--- config.mk ---
export PLATFORM = sky130hd
export DESIGN_NAME = hb_period_extender
export DESIGN_NICKNAME = d
export VERILOG_FILES = /design/src/rtl/hb_period_extender.sv
export SDC_FILE = /design/constraint.sdc
export NUM_CORES = 1
export LEC_CHECK = 0
export BUFFER_PORTS_ARGS = -buffer_cell sky130_fd_sc_hd__buf_2
export CAP_MARGIN = 40
export CORE_ASPECT_RATIO = 0.7
export CORE_MARGIN = 4
export CORE_UTILIZATION = 64
export DETAILED_ROUTE_END_ITERATION = 10
export PLACE_DENSITY = 0.82
export SETUP_SLACK_MARGIN = 0.4
export SLEW_MARGIN = 10
export SYNTH_ARGS = -nofsm -noshare
export SYNTH_HDL_FRONTEND = slang
export SYNTH_SLANG_ARGS = --single-unit
--- constraint.sdc ---
create_clock -name clk -period 33.6 [get_ports clk]
set_clock_uncertainty 0.2 [all_clocks]
set_input_delay 6.72 -clock clk [delete_from_list [all_inputs] [get_ports clk]]
set_output_delay 6.72 -clock clk [all_outputs]
set_load 0.01 [all_outputs]
--- src/rtl/hb_period_extender.sv ---
`timescale 1ns/1ps
module hb_period_extender #(
  parameter int HB_W  = 16,
  parameter int PER_W = 3
) (
  input  logic             clk,
  input  logic             rst_n,
  input  logic             cfg_valid,
  input  logic [HB_W-1:0]  cfg_heartbeat,
  input  logic [PER_W-1:0] max_period,
  input  logic             arm,
  input  logic             ping,
  input  logic             wd_irq,
  output logic             poke,
  output logic             irq_en,
  output logic [PER_W-1:0] base_period,
  output logic             search_done
);
  logic [HB_W-1:0]  hb_q, reload_q, cnt_q;
  logic [PER_W-1:0] cand_q, base_q;
  logic             busy_q, pend_q, irq_en_q, poke_q;

  wire [PER_W-1:0] max_safe = (max_period == '0) ? PER_W'(1) : max_period;
  wire [HB_W-1:0]  cand_w   = (cand_q == '0) ? HB_W'(1) : HB_W'(cand_q);
  wire             hit      = (hb_q % cand_w) == '0;
  wire [HB_W-1:0]  quo      = hb_q / cand_w;
  wire             cfg_go   = cfg_valid && (cfg_heartbeat != '0);
  wire             ping_go  = !busy_q && (ping || pend_q);
  wire             irq_go   = wd_irq && irq_en_q && !ping_go;

  always_ff @(posedge clk) begin
    if (!rst_n) begin
      hb_q <= '0; reload_q <= '0; cnt_q <= '0;
      cand_q <= PER_W'(1); base_q <= '0;
      busy_q <= 1'b0; pend_q <= 1'b0; irq_en_q <= 1'b1; poke_q <= 1'b0;
    end else begin
      poke_q <= ping_go || (irq_go && (!arm || cnt_q != '0));

      if (cfg_go) begin
        hb_q   <= cfg_heartbeat;
        cand_q <= max_safe;
        busy_q <= 1'b1;
      end else if (busy_q) begin
        if (hit) begin
          base_q   <= cand_q;
          reload_q <= (quo > HB_W'(2)) ? quo - HB_W'(2) : '0;
          busy_q   <= 1'b0;
        end else begin
          cand_q <= cand_q - PER_W'(1);
        end
      end

      if (ping_go)             pend_q <= 1'b0;
      else if (ping && busy_q) pend_q <= 1'b1;

      if (ping_go) begin
        cnt_q <= reload_q;
        if (reload_q != '0 || !arm) irq_en_q <= 1'b1;
      end else if (irq_go && arm) begin
        if (cnt_q != '0) cnt_q <= cnt_q - HB_W'(1);
        else             irq_en_q <= 1'b0;
      end
    end
  end

  assign poke        = poke_q;
  assign irq_en      = irq_en_q;
  assign base_period = base_q;
  assign search_done = !busy_q;

  assert_mask_cause_R5: assert property (@(posedge clk) disable iff (!rst_n)
    $fell(irq_en) |-> $past(arm && wd_irq) && !poke);
  assert_poke_cause_R3: assert property (@(posedge clk) disable iff (!rst_n)
    poke |-> $past(wd_irq || ping || pend_q));
  assert_divides_R1: assert property (@(posedge clk) disable iff (!rst_n)
    $rose(search_done) |-> (hb_q % HB_W'(base_period)) == '0);
  assert_count_step_R4: assert property (@(posedge clk) disable iff (!rst_n)
    (cnt_q != $past(cnt_q) && !$past(ping_go)) |-> cnt_q == $past(cnt_q) - HB_W'(1));
  assert_reject_zero_R7: assert property (@(posedge clk) disable iff (!rst_n)
    $past(cfg_valid && cfg_heartbeat == '0 && !busy_q) |-> search_done && $stable(base_period));
endmodule

==> qor.txt <==
outcome: complete, no violations
CTS sink count: 58
post-DR vias/cell: 6.67
initial antenna violation count: 0
Synth Register Bits: 58
DP Cell Count: 1,221
setup ws final: 2810 ps
total CTS buffers: 9
Seq/Total Area, Yosys: 14.9%
H-tree levels: 3
final setup fails: 0
layout cells sized above 1: 12.5%
IO Port Bufs: 30
Initial Util: 66.0%
Hold WC Path Type: register to register
Wirelength per Cell: 17.6 um
Hold Fails Final Rpt: 0
Iteration-0 DRC Markers: 854
Synth async-reset ratio: 0%
worst-skew pair later-pin latency: 320 ps
FP Rows: 33
Cell Count, Final, Fillers Out: 1,241
Vias: 8,281
kind of start point of the critical path: register
fin. max-slew vios: 0
top_reg_cell synth: dfxtp_1
design area: 8350 sq um
highest-delay cell along the critical path: nor4_4
grt total ovfl: 0
Layout area overhead: 7.46%
critical path class: register to register
FMAX: 32.5 MHz
Clock transition at path regs: 50 ps
num ports: 31
Core ar.: 11,800 sq um
Post-synth EDFFs: 0
synth warn: 0
max-cap violations: 0
Post-Syn Area per Cell: 7.27 sq um
vias in the first global route: 7,449
CTS tree: yes
DRT Wirelength: 21.9 mm
Antenna diodes: 0
Die Wd: 140 um
final weighted congestion in routability-driven placement: 0.943
min Tclk post-route: 30,790 ps
CP peak stage delay: 530 ps
Rel. slew slack: 46.1%
final antenna-violating net count: 0
Die ar.: 14,000 sq um
Worst EP required: 33,610 ps
global-route wire length before repair: 36.0 mm
critical path endpoint category: register
gr usage total: 30.3%
die height: 100 um
ratio of final minimum period to clock period: 91.6%
syn nets: 1,145
Mapped Cells: 1,069
clk root buf: clkbuf_16
Yosys cell types: 94
CTS Buffer Depth: 2
DRC violations left: 0
Layout Nets: 1,155
DPL Wire Length: 16.8 mm
drt pass-1 iters: 7
Post-Place Worst Slack: 2180 ps
synthesized area: 7770 sq um
RSZ-0062 raised after global routing: no
Critical Path AT: 30,800 ps
Tightest Pin Transition: 805 ps
Area after DPL: 8000 sq um
cell mode on critical path: ha_1
largest net degree at the start of global routing: 39
Sum Neg Setup Slack: 0 ps
maximum fanout count along the critical path: 21
[metrics by stage]
| stage | hold slack (ps) | utilization, % |
|---|---|---|
| after floorplan | 244 | - |
| after global placement | 263 | 67.7 |
| after detailed placement | 270 | 68.0 |
| after CTS | 277 | 70.4 |
| after global routing | 287 | 70.9 |
| final | 272 | 70.9 |
[routing by layer]
metal	track usage, %	part of all wire, %	wire length [um]
met4	6.55	1.8	386
met5	0	0	0
met2	47.5	43	9330
met1	44.3	48	10500
met3	4.48	7.3	1610
[critical path: cells and delay by family (launching register included)]
family | cells | cell delay (ps)
mux | 5 | 1690
compound gates | 45 | 10870
fa+ha+maj | 16 | 4990
flops | 1 | 340
buf+inv | 5 | 1080
simple gates | 46 | 11470
[final cells by class]
cell class | count | area [sq um]
clock buffer | 14 | 274
clock inverter | 2 | 10.0
fill | 979 | 3420
inverter | 29 | 114
multi-input combinational | 938 | 6340
sequential | 58 | 1160
tap | 157 | 196
timing repair buffer | 43 | 256
[flip-flops by register name, indices dropped and copies added (netlist names)]
name / cells
pend_q: 1
cand_q: 3
reload_q: 16
cnt_q: 16
busy_q: 1
base_period: 3
irq_en: 1
hb_q: 16
poke: 1
[final timing paths]
path	slack (ps)	start	endpoint	cells after the start
worst max-delay path	2810	cand_q[2]	reload_q[9]	117
worst min-delay path	270	reload_q[0]	cnt_q[0]	2
worst max register to register	2810	cand_q[2]	reload_q[9]	117
worst min register to register	270	reload_q[0]	cnt_q[0]	2
[kinds of logic after synthesis]
group / after synthesis / share of synthesized area (%)
adders and majority gates: 54 / 8.70
muxes: 56 / 7.79
and+or+nand+nor: 478 / 31.8
DFF: 58 / 14.9
xor gates and xnor gates: 48 / 5.41
buffers and inverters: 73 / 3.99
AOI/OAI and AO/OA: 302 / 27.4
[synth_stat cells, types with 11 or more instances]
master / instances / area, sq um
dfxtp_1: 58 / 1160
inv_1: 26 / 97.6
nand3_1: 31 / 155
xnor2_1: 36 / 315
xor2_1: 12 / 105
a211oi_1: 16 / 120
nand2b_1: 18 / 113
mux2_2: 16 / 180
a31oi_1: 14 / 87.6
nor2_1: 134 / 503
nor2b_1: 13 / 81.3
clkbuf_1: 36 / 135
ha_1: 50 / 626
o211ai_1: 14 / 105
o21ai_0: 44 / 220
and2_1: 16 / 100
or2_2: 15 / 93.8
mux2i_1: 38 / 380
nand2_1: 105 / 394
o21a_1: 19 / 143
nor3_1: 51 / 255
a21oi_1: 84 / 420
nand4_1: 11 / 68.8
or3_1: 19 / 119
nor4_1: 14 / 87.6
[repair_timing]
action / 4_1_cts / 5_1_grt
hold buffers: 0 / 0
setup buffers: 0 / 4
hold endpoints to repair: 0 / 0
resized for setup: 0 / 9
endpoints found under the setup margin: 0 / 23
[placed cells by master (no fill, tap or decap), types with 6 or more instances in the layout]
cell type    n
nor2_1     134
nand2_1    105
a21oi_1     83
dfxtp_1     58
nor3_1      50
ha_1        50
o21ai_0     44
mux2i_1     37
xnor2_1     36
nand3_1     30
buf_2       30
inv_1       25
o21a_1      19
or3_1       19
nand2b_1    18
and2_1      16
a211oi_1    16
mux2_2      16
or2_2       15
o211ai_1    14
a31oi_1     14
nor4_1      14
xor2_1      12
nor2b_1     11
nand4_1     11
buf_4       11
a21o_1      10
and3_1       9
clkbuf_16    9
o22ai_1      8
a22oi_1      6
a311oi_1     6
Power is left out: the tool's default activity adds up to more than one toggle a clock period on the data nets, which glitch-free logic cannot reach.
